### src/rtl/seq_pkg.sv
// Shared types for the timed port command sequencer.
// Assumes a command program of at most four entries; widths of the
// command fields are fixed here and reused by every module.
package seq_pkg;

    localparam int unsigned CMD_DATA_W = 8;
    localparam int unsigned CMD_ADDR_W = 16;
    localparam int unsigned CMD_MS_W   = 8;
    localparam int unsigned NUM_CMDS   = 4;
    localparam int unsigned PC_W       = $clog2(NUM_CMDS);

    // Operation carried by one command entry.
    typedef enum logic [1:0] {
        OP_PORT_WR = 2'd0,
        OP_CAPTURE = 2'd1,
        OP_HALT    = 2'd2
    } op_e;

    // Controller state; only ever loaded with constants or the resume register.
    typedef enum logic [1:0] {
        ST_CMD   = 2'd0,
        ST_DELAY = 2'd1,
        ST_HALT  = 2'd2
    } state_e;

    // One command: operation, payload byte, memory address, pause afterwards.
    typedef struct packed {
        op_e                   op;
        logic [CMD_DATA_W-1:0] data;
        logic [CMD_ADDR_W-1:0] addr;
        logic [CMD_MS_W-1:0]   wait_ms;
    } cmd_t;

endpackage

### src/rtl/seq_cmd_rom.sv
// Constant command table for the sequencer.
// What it does: maps a step index to a command entry. The program is
// computed from parameters: write FIRST_VAL, pause, write SECOND_VAL,
// pause, capture to CAP_ADDR, halt.
// Assumes: the index never exceeds NUM_CMDS-1 (the halt entry does not advance).
module seq_cmd_rom
    import seq_pkg::*;
#(
    parameter logic [CMD_DATA_W-1:0] FIRST_VAL  = 8'h00,
    parameter logic [CMD_DATA_W-1:0] SECOND_VAL = 8'h0F,
    parameter int unsigned           WAIT_MS    = 10,
    parameter logic [CMD_ADDR_W-1:0] CAP_ADDR   = 16'hDEAD
) (
    input  logic [PC_W-1:0] pc,
    output cmd_t            cmd
);

    localparam logic [CMD_MS_W-1:0] WAIT_C = CMD_MS_W'(WAIT_MS);

    // Builds the entry for one program slot.
    function automatic cmd_t build_cmd(input int unsigned idx);
        cmd_t c;
        c = '{op: OP_HALT, data: '0, addr: '0, wait_ms: '0};
        case (idx)
            0: c = '{op: OP_PORT_WR, data: FIRST_VAL,  addr: '0,       wait_ms: WAIT_C};
            1: c = '{op: OP_PORT_WR, data: SECOND_VAL, addr: '0,       wait_ms: WAIT_C};
            2: c = '{op: OP_CAPTURE, data: '0,         addr: CAP_ADDR, wait_ms: '0};
            default: c = '{op: OP_HALT, data: '0, addr: '0, wait_ms: '0};
        endcase
        return c;
    endfunction

    cmd_t table_w [NUM_CMDS];

    // Fill every slot of the table from the builder function.
    for (genvar i = 0; i < NUM_CMDS; i++) begin : g_slot
        assign table_w[i] = build_cmd(i);
    end

    // Select the entry for the current step.
    assign cmd = table_w[pc];

endmodule

### src/rtl/seq_delay.sv
// Shared pause counter.
// What it does: counts clock cycles while 'run' is high and flags 'expire'
// in the last counted cycle (count == limit-1). 'clr' zeroes the count.
// Assumes: limit is nonzero and stable while run is high; clr and run are
// never high together.
module seq_delay #(
    parameter int unsigned CNT_W = 26
) (
    input  logic             clk,
    input  logic             rst_n,
    input  logic             clr,
    input  logic             run,
    input  logic [CNT_W-1:0] limit,
    output logic             expire
);

    logic [CNT_W-1:0] cnt_q;

    // Last counted cycle of the pause.
    assign expire = run && (cnt_q == limit - 1'b1);

    // Cycle counter, kept apart from the controller state.
    always_ff @(posedge clk) begin
        if (!rst_n) begin
            cnt_q <= '0;
        end else if (clr) begin
            cnt_q <= '0;
        end else if (run && !expire) begin
            cnt_q <= cnt_q + 1'b1;
        end
    end

    AST_CNT_BELOW_LIMIT: assert property (@(posedge clk) disable iff (!rst_n)
        run |-> (cnt_q < limit));

    AST_CLR_RUN_EXCL: assert property (@(posedge clk) disable iff (!rst_n)
        !(clr && run));

endmodule

### src/rtl/seq_ctrl.sv
// Sequencer state machine.
// What it does: executes the command at the current step. A port write or
// capture raises its strobe for one cycle. A command with a pause clears the
// counter, loads the resume register and enters the shared pause state,
// which jumps back to the resume state when the counter expires.
// Assumes: the command table ends with a halt entry.
module seq_ctrl
    import seq_pkg::*;
#(
    parameter int unsigned CYC_PER_MS = 250000,
    parameter int unsigned CNT_W      = 26
) (
    input  logic                  clk,
    input  logic                  rst_n,
    input  cmd_t                  cmd_i,
    input  logic [CMD_DATA_W-1:0] port_in,
    input  logic                  dly_expire,
    output logic [PC_W-1:0]       pc,
    output logic                  dly_clr,
    output logic                  dly_run,
    output logic [CNT_W-1:0]      dly_limit,
    output logic [CMD_DATA_W-1:0] port_wdata,
    output logic                  port_we,
    output logic [CMD_ADDR_W-1:0] mem_addr,
    output logic [CMD_DATA_W-1:0] mem_wdata,
    output logic                  mem_we,
    output logic                  busy,
    output logic                  done
);

    localparam logic [CNT_W-1:0] CPM_C = CNT_W'(CYC_PER_MS);

    state_e           state_q;
    state_e           ret_q;
    logic [PC_W-1:0]  pc_q;
    logic [CNT_W-1:0] limit_q;
    logic             issue;
    logic             wants_pause;
    logic [CNT_W-1:0] limit_d;

    // Decode whether the current step issues an operation followed by a pause.
    assign issue       = (state_q == ST_CMD) && (cmd_i.op != OP_HALT);
    assign wants_pause = issue && (cmd_i.wait_ms != '0);
    assign limit_d     = CNT_W'(cmd_i.wait_ms) * CPM_C;

    // Counter handshake: clear on entry, run while pausing.
    assign dly_clr   = wants_pause;
    assign dly_run   = (state_q == ST_DELAY);
    assign dly_limit = limit_q;

    assign pc   = pc_q;
    assign busy = (state_q == ST_DELAY);
    assign done = (state_q == ST_HALT);

    // Main sequencing: strobes default low, steps load data and targets.
    always_ff @(posedge clk) begin
        if (!rst_n) begin
            state_q    <= ST_CMD;
            ret_q      <= ST_CMD;
            pc_q       <= '0;
            limit_q    <= '0;
            port_wdata <= '0;
            port_we    <= 1'b0;
            mem_addr   <= '0;
            mem_wdata  <= '0;
            mem_we     <= 1'b0;
        end else begin
            port_we <= 1'b0;
            mem_we  <= 1'b0;
            case (state_q)
                ST_CMD: begin
                    case (cmd_i.op)
                        OP_PORT_WR: begin
                            port_wdata <= cmd_i.data;
                            port_we    <= 1'b1;
                            pc_q       <= pc_q + 1'b1;
                        end
                        OP_CAPTURE: begin
                            mem_addr  <= cmd_i.addr;
                            mem_wdata <= port_in;
                            mem_we    <= 1'b1;
                            pc_q      <= pc_q + 1'b1;
                        end
                        default: begin
                            state_q <= ST_HALT;
                        end
                    endcase
                    if (wants_pause) begin
                        ret_q   <= ST_CMD;
                        limit_q <= limit_d;
                        state_q <= ST_DELAY;
                    end
                end
                ST_DELAY: begin
                    if (dly_expire) begin
                        state_q <= ret_q;
                    end
                end
                default: begin
                    state_q <= ST_HALT;
                end
            endcase
        end
    end

    AST_RET_TARGET: assert property (@(posedge clk) disable iff (!rst_n)
        (state_q == ST_DELAY && dly_expire) |=> (state_q == $past(ret_q)));

    AST_PORT_PULSE: assert property (@(posedge clk) disable iff (!rst_n)
        port_we |=> !port_we);

    AST_MEM_PULSE: assert property (@(posedge clk) disable iff (!rst_n)
        mem_we |=> !mem_we);

    AST_PORT_DATA_HOLD: assert property (@(posedge clk) disable iff (!rst_n)
        !port_we |-> $stable(port_wdata));

    AST_MEM_DATA_HOLD: assert property (@(posedge clk) disable iff (!rst_n)
        !mem_we |-> ($stable(mem_wdata) && $stable(mem_addr)));

    AST_HALT_HOLD: assert property (@(posedge clk) disable iff (!rst_n)
        done |=> (done && !port_we && !mem_we && !busy));

endmodule

### src/rtl/port_cmd_sequencer.sv
// Top of the timed port command sequencer.
// What it does: joins the command table, the controller and the shared
// pause counter. After reset it writes FIRST_VAL to the port, pauses
// WAIT_MS ms, writes SECOND_VAL, pauses again, stores port_in to CAP_ADDR
// and halts.
// Assumes: CYC_PER_MS and WAIT_MS are nonzero; reset is synchronous, active low.
module port_cmd_sequencer
    import seq_pkg::*;
#(
    parameter int unsigned           CYC_PER_MS = 250000,
    parameter int unsigned           WAIT_MS    = 10,
    parameter logic [CMD_DATA_W-1:0] FIRST_VAL  = 8'h00,
    parameter logic [CMD_DATA_W-1:0] SECOND_VAL = 8'h0F,
    parameter logic [CMD_ADDR_W-1:0] CAP_ADDR   = 16'hDEAD
) (
    input  logic                  clk,
    input  logic                  rst_n,
    input  logic [CMD_DATA_W-1:0] port_in,
    output logic [CMD_DATA_W-1:0] port_wdata,
    output logic                  port_we,
    output logic [CMD_ADDR_W-1:0] mem_addr,
    output logic [CMD_DATA_W-1:0] mem_wdata,
    output logic                  mem_we,
    output logic                  busy,
    output logic                  done
);

    localparam int unsigned MAX_MS = (1 << CMD_MS_W) - 1;
    localparam int unsigned CNT_W  = $clog2(MAX_MS * CYC_PER_MS + 1);

    cmd_t             cmd;
    logic [PC_W-1:0]  pc;
    logic             dly_clr;
    logic             dly_run;
    logic [CNT_W-1:0] dly_limit;
    logic             dly_expire;

    seq_cmd_rom #(
        .FIRST_VAL (FIRST_VAL),
        .SECOND_VAL(SECOND_VAL),
        .WAIT_MS   (WAIT_MS),
        .CAP_ADDR  (CAP_ADDR)
    ) u_rom (
        .pc (pc),
        .cmd(cmd)
    );

    seq_ctrl #(
        .CYC_PER_MS(CYC_PER_MS),
        .CNT_W     (CNT_W)
    ) u_ctrl (
        .clk       (clk),
        .rst_n     (rst_n),
        .cmd_i     (cmd),
        .port_in   (port_in),
        .dly_expire(dly_expire),
        .pc        (pc),
        .dly_clr   (dly_clr),
        .dly_run   (dly_run),
        .dly_limit (dly_limit),
        .port_wdata(port_wdata),
        .port_we   (port_we),
        .mem_addr  (mem_addr),
        .mem_wdata (mem_wdata),
        .mem_we    (mem_we),
        .busy      (busy),
        .done      (done)
    );

    seq_delay #(
        .CNT_W(CNT_W)
    ) u_delay (
        .clk   (clk),
        .rst_n (rst_n),
        .clr   (dly_clr),
        .run   (dly_run),
        .limit (dly_limit),
        .expire(dly_expire)
    );

    AST_CAPTURE_ADDR: assert property (@(posedge clk) disable iff (!rst_n)
        mem_we |-> (mem_addr == CAP_ADDR));

    AST_BUSY_NOT_DONE: assert property (@(posedge clk) disable iff (!rst_n)
        !(busy && done));

    AST_STROBES_EXCL: assert property (@(posedge clk) disable iff (!rst_n)
        !(port_we && mem_we));

endmodule

### config.mk
export PLATFORM = sky130hd
export DESIGN_NAME = port_cmd_sequencer
export DESIGN_NICKNAME = d
export VERILOG_FILES = /design/src/rtl/seq_pkg.sv /design/src/rtl/seq_cmd_rom.sv /design/src/rtl/seq_delay.sv /design/src/rtl/seq_ctrl.sv /design/src/rtl/port_cmd_sequencer.sv
export SDC_FILE = /design/constraint.sdc
export NUM_CORES = 1
export LEC_CHECK = 0
export BUFFER_PORTS_ARGS = -buffer_cell sky130_fd_sc_hd__buf_2
export CAP_MARGIN = 20
export CORE_ASPECT_RATIO = 0.75
export CORE_MARGIN = 2
export CORE_UTILIZATION = 36
export CTS_BUF_LIST = sky130_fd_sc_hd__clkbuf_8
export CTS_CLUSTER_DIAMETER = 30
export DETAILED_ROUTE_END_ITERATION = 10
export GPL_TIMING_DRIVEN = 0
export REMOVE_ABC_BUFFERS = 1
export SYNTH_ARGS = -nofsm -noshare
export SYNTH_HDL_FRONTEND = slang
export SYNTH_SLANG_ARGS = --single-unit
### constraint.sdc
create_clock -name clk -period 2.5 [get_ports clk]
set_clock_uncertainty 0.2 [all_clocks]
set_input_delay 0.125 -clock clk [delete_from_list [all_inputs] [get_ports clk]]
set_output_delay 0.125 -clock clk [all_outputs]
set_load 0.005 [all_outputs]
# After elaboration in Yosys (flattened, before gate mapping)
# Index checks and enable logic that the tools add are counted.
[classes]
n_eq_ne = 7
order_cmp = 1
n_mux = 9
n_bitwise = 2
reduce_logical = 16
mul = 1
addsub = 3
[ops]
columns = ["cell", "n"]
rows = [
  ["34-bit binary-select mux with 2-bit select", 1],
  ["34-bit two-way mux", 2],
  ["26-bit by 1-bit adder with 26-bit output, second input constant", 1],
  ["26-bit equality test", 1],
  ["26-bit by 1-bit subtractor with 26-bit output, second input constant", 1],
  ["8-bit by 14-bit multiplier with 22-bit output, second input constant", 1],
  ["2-bit AND reduction", 6],
  ["8-bit nonzero test", 1],
  ["2-bit two-way mux", 3],
  ["2-bit by 1-bit equality test with 1-bit output, second input constant", 2],
  ["1-bit logical AND", 4],
  ["2-bit logical NOT", 2],
  ["2-bit != test, second input constant", 2],
  ["2-bit one-hot mux with 2 select lines", 1],
  ["2-bit OR reduction", 2],
  ["3-bit >= comparator, second input constant", 1],
  ["3-bit != test, second input constant", 1],
  ["2-bit inverter with 3-bit output", 1],
  ["2-bit by 1-bit adder with 2-bit output, second input constant", 1],
  ["2-bit equality test, second input constant", 1],
  ["1-bit two-way mux", 2],
  ["1-bit logical NOT", 1],
  ["1-bit inverter", 1],
]
[totals]
input_bits = 10
reg_bits = 86
wordCells = 48

# Depth between registers and ports, before layout
# Gate-level depths: netlist of the first run.
[depth]
ltp_word = 9
ltp_mapped = 10

# By module
# From an unflattened synthesis of the first run, not the netlist that was laid out.
[hier_totals]
cells_unflattened = 807
area_unflattened_um2 = 6622.6
[by_module_without_submodules]
columns = ["module", "instances", "area_per_inst_um2", "cells_each"]
rows = [
  ["seq_ctrl", 1, 4031.4, 474],
  ["seq_delay", 1, 2336.0, 298],
  ["seq_cmd_rom", 1, 255.2, 35],
]

# Worst setup path after synthesis of the first run
# No wires, ideal clock.
[synth_timing]
path_type = "register to register"
from = "reg u_delay.cnt_q[0]"
to = "reg u_delay.cnt_q[20]"
setup_slack_ps = 308
path_stages_with_launch = 8
t_required_ps = 2241
synth_period_minus_slack_ps = 2192
t_arrival_ps = 1932
cell_sequence = "dfxtp_1 ha_1 and4_1 buf_2 nand2_1 or4_1 or4_1 nand2_1"
[synth_via]
elab_chain_cells = 4
elab_cells_between_ends = 5
[synth_rtl]
columns = ["item", "line_no", "rtl"]
rows = [
  ["start: declaration", "seq_delay.sv:17", "logic [CNT_W-1:0] cnt_q;"],
  ["start signal: assignment", "seq_delay.sv:29", "cnt_q <= cnt_q + 1'b1;"],
  ["parallel branches: the longest is 4 deep, another holds 26-bit by 1-bit adder with 26-bit output", "--", ""],
]
# Several ways; the timed one is not identified.
# A chain may end at the register's enable or synchronous reset.

# Final worst setup path of the first run
# Same ends and word-level chain as after synthesis.

==> results_dict.tcl, run 1 <==
set metrics [dict create \
    final_nets 328 \
    r2r-start "u_delay.cnt_q[0]" \
    yosysMostFrequentCell "dfxtp_1" \
    rsz0062_at_grt "no" \
    diodes 0 \
    cp_max_fo 8 \
    synth-edff-count 0 \
    postSynthAreaPerCell_um2 8.24 \
    area_growth_pct 17.4 \
    period_share 0.959 \
    track_usage 0.155 \
    port_buffers 36 \
    hpwl_mm 3.56 \
    pwr_density_cell_nw_per_um2 765 \
    num_rows 25 \
    die_h_um 73.9 \
    critPathRequiredTime_ns 2.54 \
    yosys-top-cells-count "dfxtp_1 (43), nand2_1 (41), buf_4 (24)" \
    drt_wl_total_mm 5.38 \
    synth_cell_type_count 41 \
    vias 2109 \
    fin_crit_ns 2.40 \
    netlist_instances 285 \
    initial_core_util 0.372 \
    path_clk_slew_ns 0.09 \
    yosysTopAreaCellShare 0.367 \
    crit_type "flop to flop" \
    setup_viol 0 \
    grt_pass1_vias 1896 \
    routed_wire_length_per_instance_um 13.6 \
    tightest_slew_ns 0.647 \
    clock_latency_ns 0.30 \
    synth.area.top_cells "dfxtp_1 (37%), buf_4 (7.7%), nand2_1 (6.6%)" \
    pin_count 46 \
    die-area_um2 7190 \
    path_cells "ha_1, and4_4, nand2_1, or4_1, or4_1, nand2_1" \
    hold_start "u_ctrl.mem_wdata[0]" \
    ff_latch_area_um2 861 \
    h-tree-depth 2 \
    drive_gt1_frac 0.210 \
    power_leakage_uw 0.00104 \
    cts_tree "built" \
    yosysWarningCount 0 \
    critPathSlowestCell "or4_1" \
    antenna_found_initial 0 \
    gr-total-overflow 0 \
    avgViaCountPerCell 5.33 \
    startpoint "u_delay.cnt_q[0]" \
    nFillCells 659 \
    syn_area_um2 2350 \
    cts_buffer_depth 2 \
    dr.first_iter.drc_count 126 \
    hold_violations 0 \
    post-route-drc-count 0 \
    drv.max_cap_violation_count 0 \
    drtAntennaViolNets 0 \
    postLayoutSetupSlackWorst_ns 0.103 \
    numCtsBuffers 5 \
    die_w_um 97.3 \
    coreArea_um2 6320 \
    drt_first_pass_iters 4 \
    drv_slew 0 \
    gp_congestion 0.757 \
    place_ws_ns -0.265 \
    grt_max_degree 25 \
    ys_seq_area_frac 0.367 \
    grt_pass1_wl_mm 9.05 \
    power_uw 2110 \
    synth-main-ff-cell "dfxtp_1" \
    holdCritPathClass "flop to flop" \
    ys_seq_elements 43 \
    multi_input_area_um2 1310 \
    status "finished clean" \
    utilization 0.436 \
    synthArstFlopShare 0 \
    max_freq_ghz 0.417 \
    ir_drop_uv 287 \
    crit_path_end_kind "flop" \
    critical_path_arrival_ns 2.44 \
    worst_path_largest_cell_delay_ns 0.56 \
    slew_headroom 0.568 \
    synth_largest_area_cell "dfxtp_1" \
    startpoint_type "flop" \
    numClockSinks 43 \
    clockRootBuffer "clkbuf_8" \
]
## cell families after synthesis
logic type / Yosys count / synth area share
compound gates: 63 / 0.179
xor+xnor: 1 / 0.00373
fa+ha+maj: 4 / 0.0213
buf+inv: 41 / 0.112
flops: 43 / 0.367
mux: 1 / 0.00426
other cells: 1 / 0.00160
simple gates: 131 / 0.311
## final cells by class
| cell class | count | area share |
|---|---|---|
| well taps | 81 | 0.0368 |
| flip-flops and latches | 43 | 0.312 |
| clock inverters | 3 | 0.0245 |
| clock buffers | 5 | 0.0250 |
| inverters | 5 | 0.00817 |
| repair buffers | 49 | 0.119 |
| multi-input cells | 210 | 0.475 |
## placed cells by master (no fill, tap or decap), types with 5 or more instances in the layout
master,instances
dlygate4sd3_1,9
a21oi_1,16
nand4_1,9
o31ai_1,5
or4_1,12
conb_1,9
o21ai_0,7
or3_1,18
o21ai_1,5
a21boi_0,9
and2_1,6
nand3_1,11
buf_2,36
o211ai_1,6
dfxtp_1,43
clkbuf_8,5
nand2_1,41
and3_1,10
nor2_1,5
o21ai_2,5
## power breakdown
part | internal [uW] | leakage (uW) | switching [uW]
clock network | 399 | 0.0000644 | 260
registers | 762 | 0.000348 | 77.1
logic | 230 | 0.000626 | 382
total | 1390 | 0.00104 | 718
## per-stage QoR
step	cell area, um^2	hold slack, ns	cells	setup TNS (ns)
2_1_floorplan	2130	0.0425	257	-13.20
3_3_place_gp	2410	0.176	374	-32.33
3_5_place_dp	2470	0.181	376	-4.60
4_1_cts	2750	0.267	396	0
5_1_grt	2760	0.288	396	0
6_report	2760	0.262	396	0
## repair_timing
item,4_1_cts,5_1_grt
resized for setup,3,3
endpoints found under the hold margin,11,0
cloned,1,0
hold buffers,9,0
endpoints found under the setup margin,25,26
buffers inserted,2,0
## final timing paths
kind	to	slack, ns	cells after the start
min reg2reg	u_ctrl.mem_wdata[0]	0.26	2
max reg2reg	u_delay.cnt_q[20]	0.10	6
min	u_ctrl.mem_wdata[0]	0.26	2
max	u_delay.cnt_q[20]	0.10	6
## sequential cells by signal, summed over array words and instances (netlist names)
name / count
u_ctrl.dly_limit: 1
u_delay.cnt_q: 26
u_ctrl.mem_wdata: 8
u_ctrl.state_q: 2
u_ctrl.port_wdata: 1
u_ctrl.mem_addr: 1
u_ctrl.pc: 2
u_ctrl.port_we: 1
u_ctrl.mem_we: 1
## worst max-delay path, delay by kind of cell (launching register included)
kind | cells | cell delay (ns)
DFF | 1 | 0.43
and+or+nand+nor | 5 | 1.49
adders and majority gates | 1 | 0.23
## metal layers
layer / vias up / wire, um / global-route usage / share of wire
met5: - / 0 / 0 / 0
met3: 5 / 207 / 0.0282 / 0.039
li1: 1067 / - / - / -
met4: 0 / 60 / 0.0525 / 0.011
met2: 36 / 2440 / 0.252 / 0.45
met1: 1001 / 2660 / 0.212 / 0.50
(Power assumes the default switching activity.)
==> run 2, diff against run 1 <==
CORE_ASPECT_RATIO = default   (was 0.75)
SLEW_MARGIN = 20   (was default)
==> run 2 against run 1 <==
Core utilization decreased by 1.1 points. Combinational power fell by 2%. Non-clock buffer count unchanged. Final area decreased by 2.5%. Critical path depth stayed put. Routed wire length is 7.1% lower. Sequential cell count unchanged. Worst hold slack lost 0.25 ns. Sequential power barely moved. Via count down 1.5%. Cell count shrank 1.3%. Critical endpoint unchanged. Largest power group unchanged.
==> results_dict.tcl, run 2 (same netlist as run 1, synthesis figures left out) <==
set metrics [dict create \
    path_depth 6 \
    critPathSlowestCell "or4_1" \
    min_to "u_ctrl.dly_limit[21]" \
    hold_violations 0 \
    final_common_cell "dfxtp_1" \
    fin_crit_ns 2.30 \
    hpwl_mm 3.50 \
    drv_slew 0 \
    slew_headroom 0.576 \
    largest_register_ff_count 26 \
    drv.max_cap_violation_count 0 \
    grt_pass1_vias 1912 \
    setup_tns_ns 0 \
    pwr_density_cell_nw_per_um2 743 \
    drive_gt1_frac 0.213 \
    rrSetupSlack_ns 0.20 \
    vias 2077 \
    path_clk_slew_ns 0.08 \
    fin_area_um2 2690 \
    drtAntennaViolNets 0 \
    max_freq_ghz 0.434 \
    startpoint_type "flop" \
    num_rows 29 \
    crit_path_end_kind "flop" \
    grt_pass1_wl_mm 8.69 \
    gp_congestion 0.747 \
    holdCritPathClass "input pin to flop" \
    cpLargestDelayFamily "simple AND/OR/NAND/NOR gates" \
    reg2reg_depth 6 \
    clockRootBuffer "clkbuf_8" \
    path_buf_inv 0 \
    dpl-instance-area_um2 2470 \
    rsz0062_at_grt "no" \
    period_share 0.921 \
    top_register "u_delay.cnt_q" \
    status "finished clean" \
    drt_wl_total_mm 5.00 \
    routed_wire_length_per_instance_um 12.8 \
    power_frac_comb 0.299 \
    coreArea_um2 6310 \
    r2r-start "u_delay.cnt_q[1]" \
    numCtsBuffers 5 \
    r2r-end "u_delay.cnt_q[20]" \
    numClockSinks 43 \
    h-tree-depth 2 \
    p_seq_frac 0.420 \
    clock_latency_ns 0.29 \
    power_uw 2000 \
    worst_path_largest_cell_delay_ns 0.53 \
    power_leakage_uw 0.00101 \
    die-area_um2 7190 \
    top_regs "u_delay.cnt_q (26), u_ctrl.mem_wdata (8)" \
    diodes 0 \
    setup_viol 0 \
    layout.cells.non_filler 391 \
    post-route-drc-count 0 \
    track_usage 0.147 \
    hold_ws_ns 0.0105 \
    critPathRequiredTime_ns 2.54 \
    grt_max_degree 22 \
    pin_count 46 \
    gr-total-overflow 0 \
    final_cell_mix "dfxtp_1 (42), nand2_1 (41), buf_2 (36)" \
    final_nets 327 \
    antenna_found_initial 0 \
    area_growth_pct 14.5 \
    hold_start "rst_n" \
    swShare 0.339 \
    tightest_slew_ns 0.635 \
    die_h_um 84.8 \
    startpoint "u_delay.cnt_q[1]" \
    dp.cells 374 \
    path_cells "ha_1, and4_4, nand2_1, or4_1, or4_1, nand2_1" \
    worst_hold_path.num_cells 2 \
    dr.first_iter.drc_count 96 \
    die_w_um 84.8 \
    p_int_uw 1320 \
    crit_type "flop to flop" \
    cts_tree "built" \
    initial_core_util 0.372 \
    port_buffers 36 \
    drt_first_pass_iters 4 \
    p_clk_frac 0.281 \
    switchingPower_uw 678 \
    avgViaCountPerCell 5.31 \
    cts_buffer_depth 2 \
    cp_max_fo 8 \
    ir_drop_uv 411 \
    critical_path_arrival_ns 2.34 \
]
-- run 2: worst max-delay path by stage --
stage	endpoint	slack [ns]
floorplan	u_delay.cnt_q[12]	-0.58
global placement	u_delay.cnt_q[9]	-1.37
detailed placement	u_delay.cnt_q[21]	-0.19
CTS	u_delay.cnt_q[9]	0.01
global route	u_delay.cnt_q[20]	0.04
finish	u_delay.cnt_q[20]	0.20
-- run 2: layout make-up --
type / count / area (um^2)
fillers: 661 / 3620
multi-input cells: 209 / 1270
flip-flops and latches: 43 / 862
repair buffers: 49 / 317
well taps: 77 / 96.3
clock buffers: 6 / 82.6
clock inverters: 2 / 35.0
inverters: 5 / 22.5
-- run 2: per-stage QoR --
step,setup slack [ns],util
after floorplan,-0.576,-
after global placement,-1.37,0.382
after detailed placement,-0.186,0.392
after CTS,0.0135,0.425
after global routing,0.0393,0.426
final,0.196,0.426
-- run 2: metal layers --
metal  vias to the layer above  global-route usage  share of wire
met5                         -                   0              0
met1                       966               0.186           0.47
met4                         0              0.0548          0.017
li1                       1068                   -              -
met2                        34               0.248           0.49
met3                         9              0.0295          0.026
-- run 2: power by group through the flow --
stage	combinational [uW]	clock [uW]	sequential (uW)
3_3_place_gp	547	0	849
6_report	598	561	840
5_1_grt	686	622	856
2_1_floorplan	318	0	858
4_1_cts	608	577	838
3_5_place_dp	591	0	853
-- run 2: repair_timing --
item / 4_1_cts / 5_1_grt
gates resized for setup: 2 / 3
hold buffers: 8 / 0
endpoints found under the setup margin: 14 / 13
setup buffers: 1 / 0
hold endpoints to repair: 8 / 0
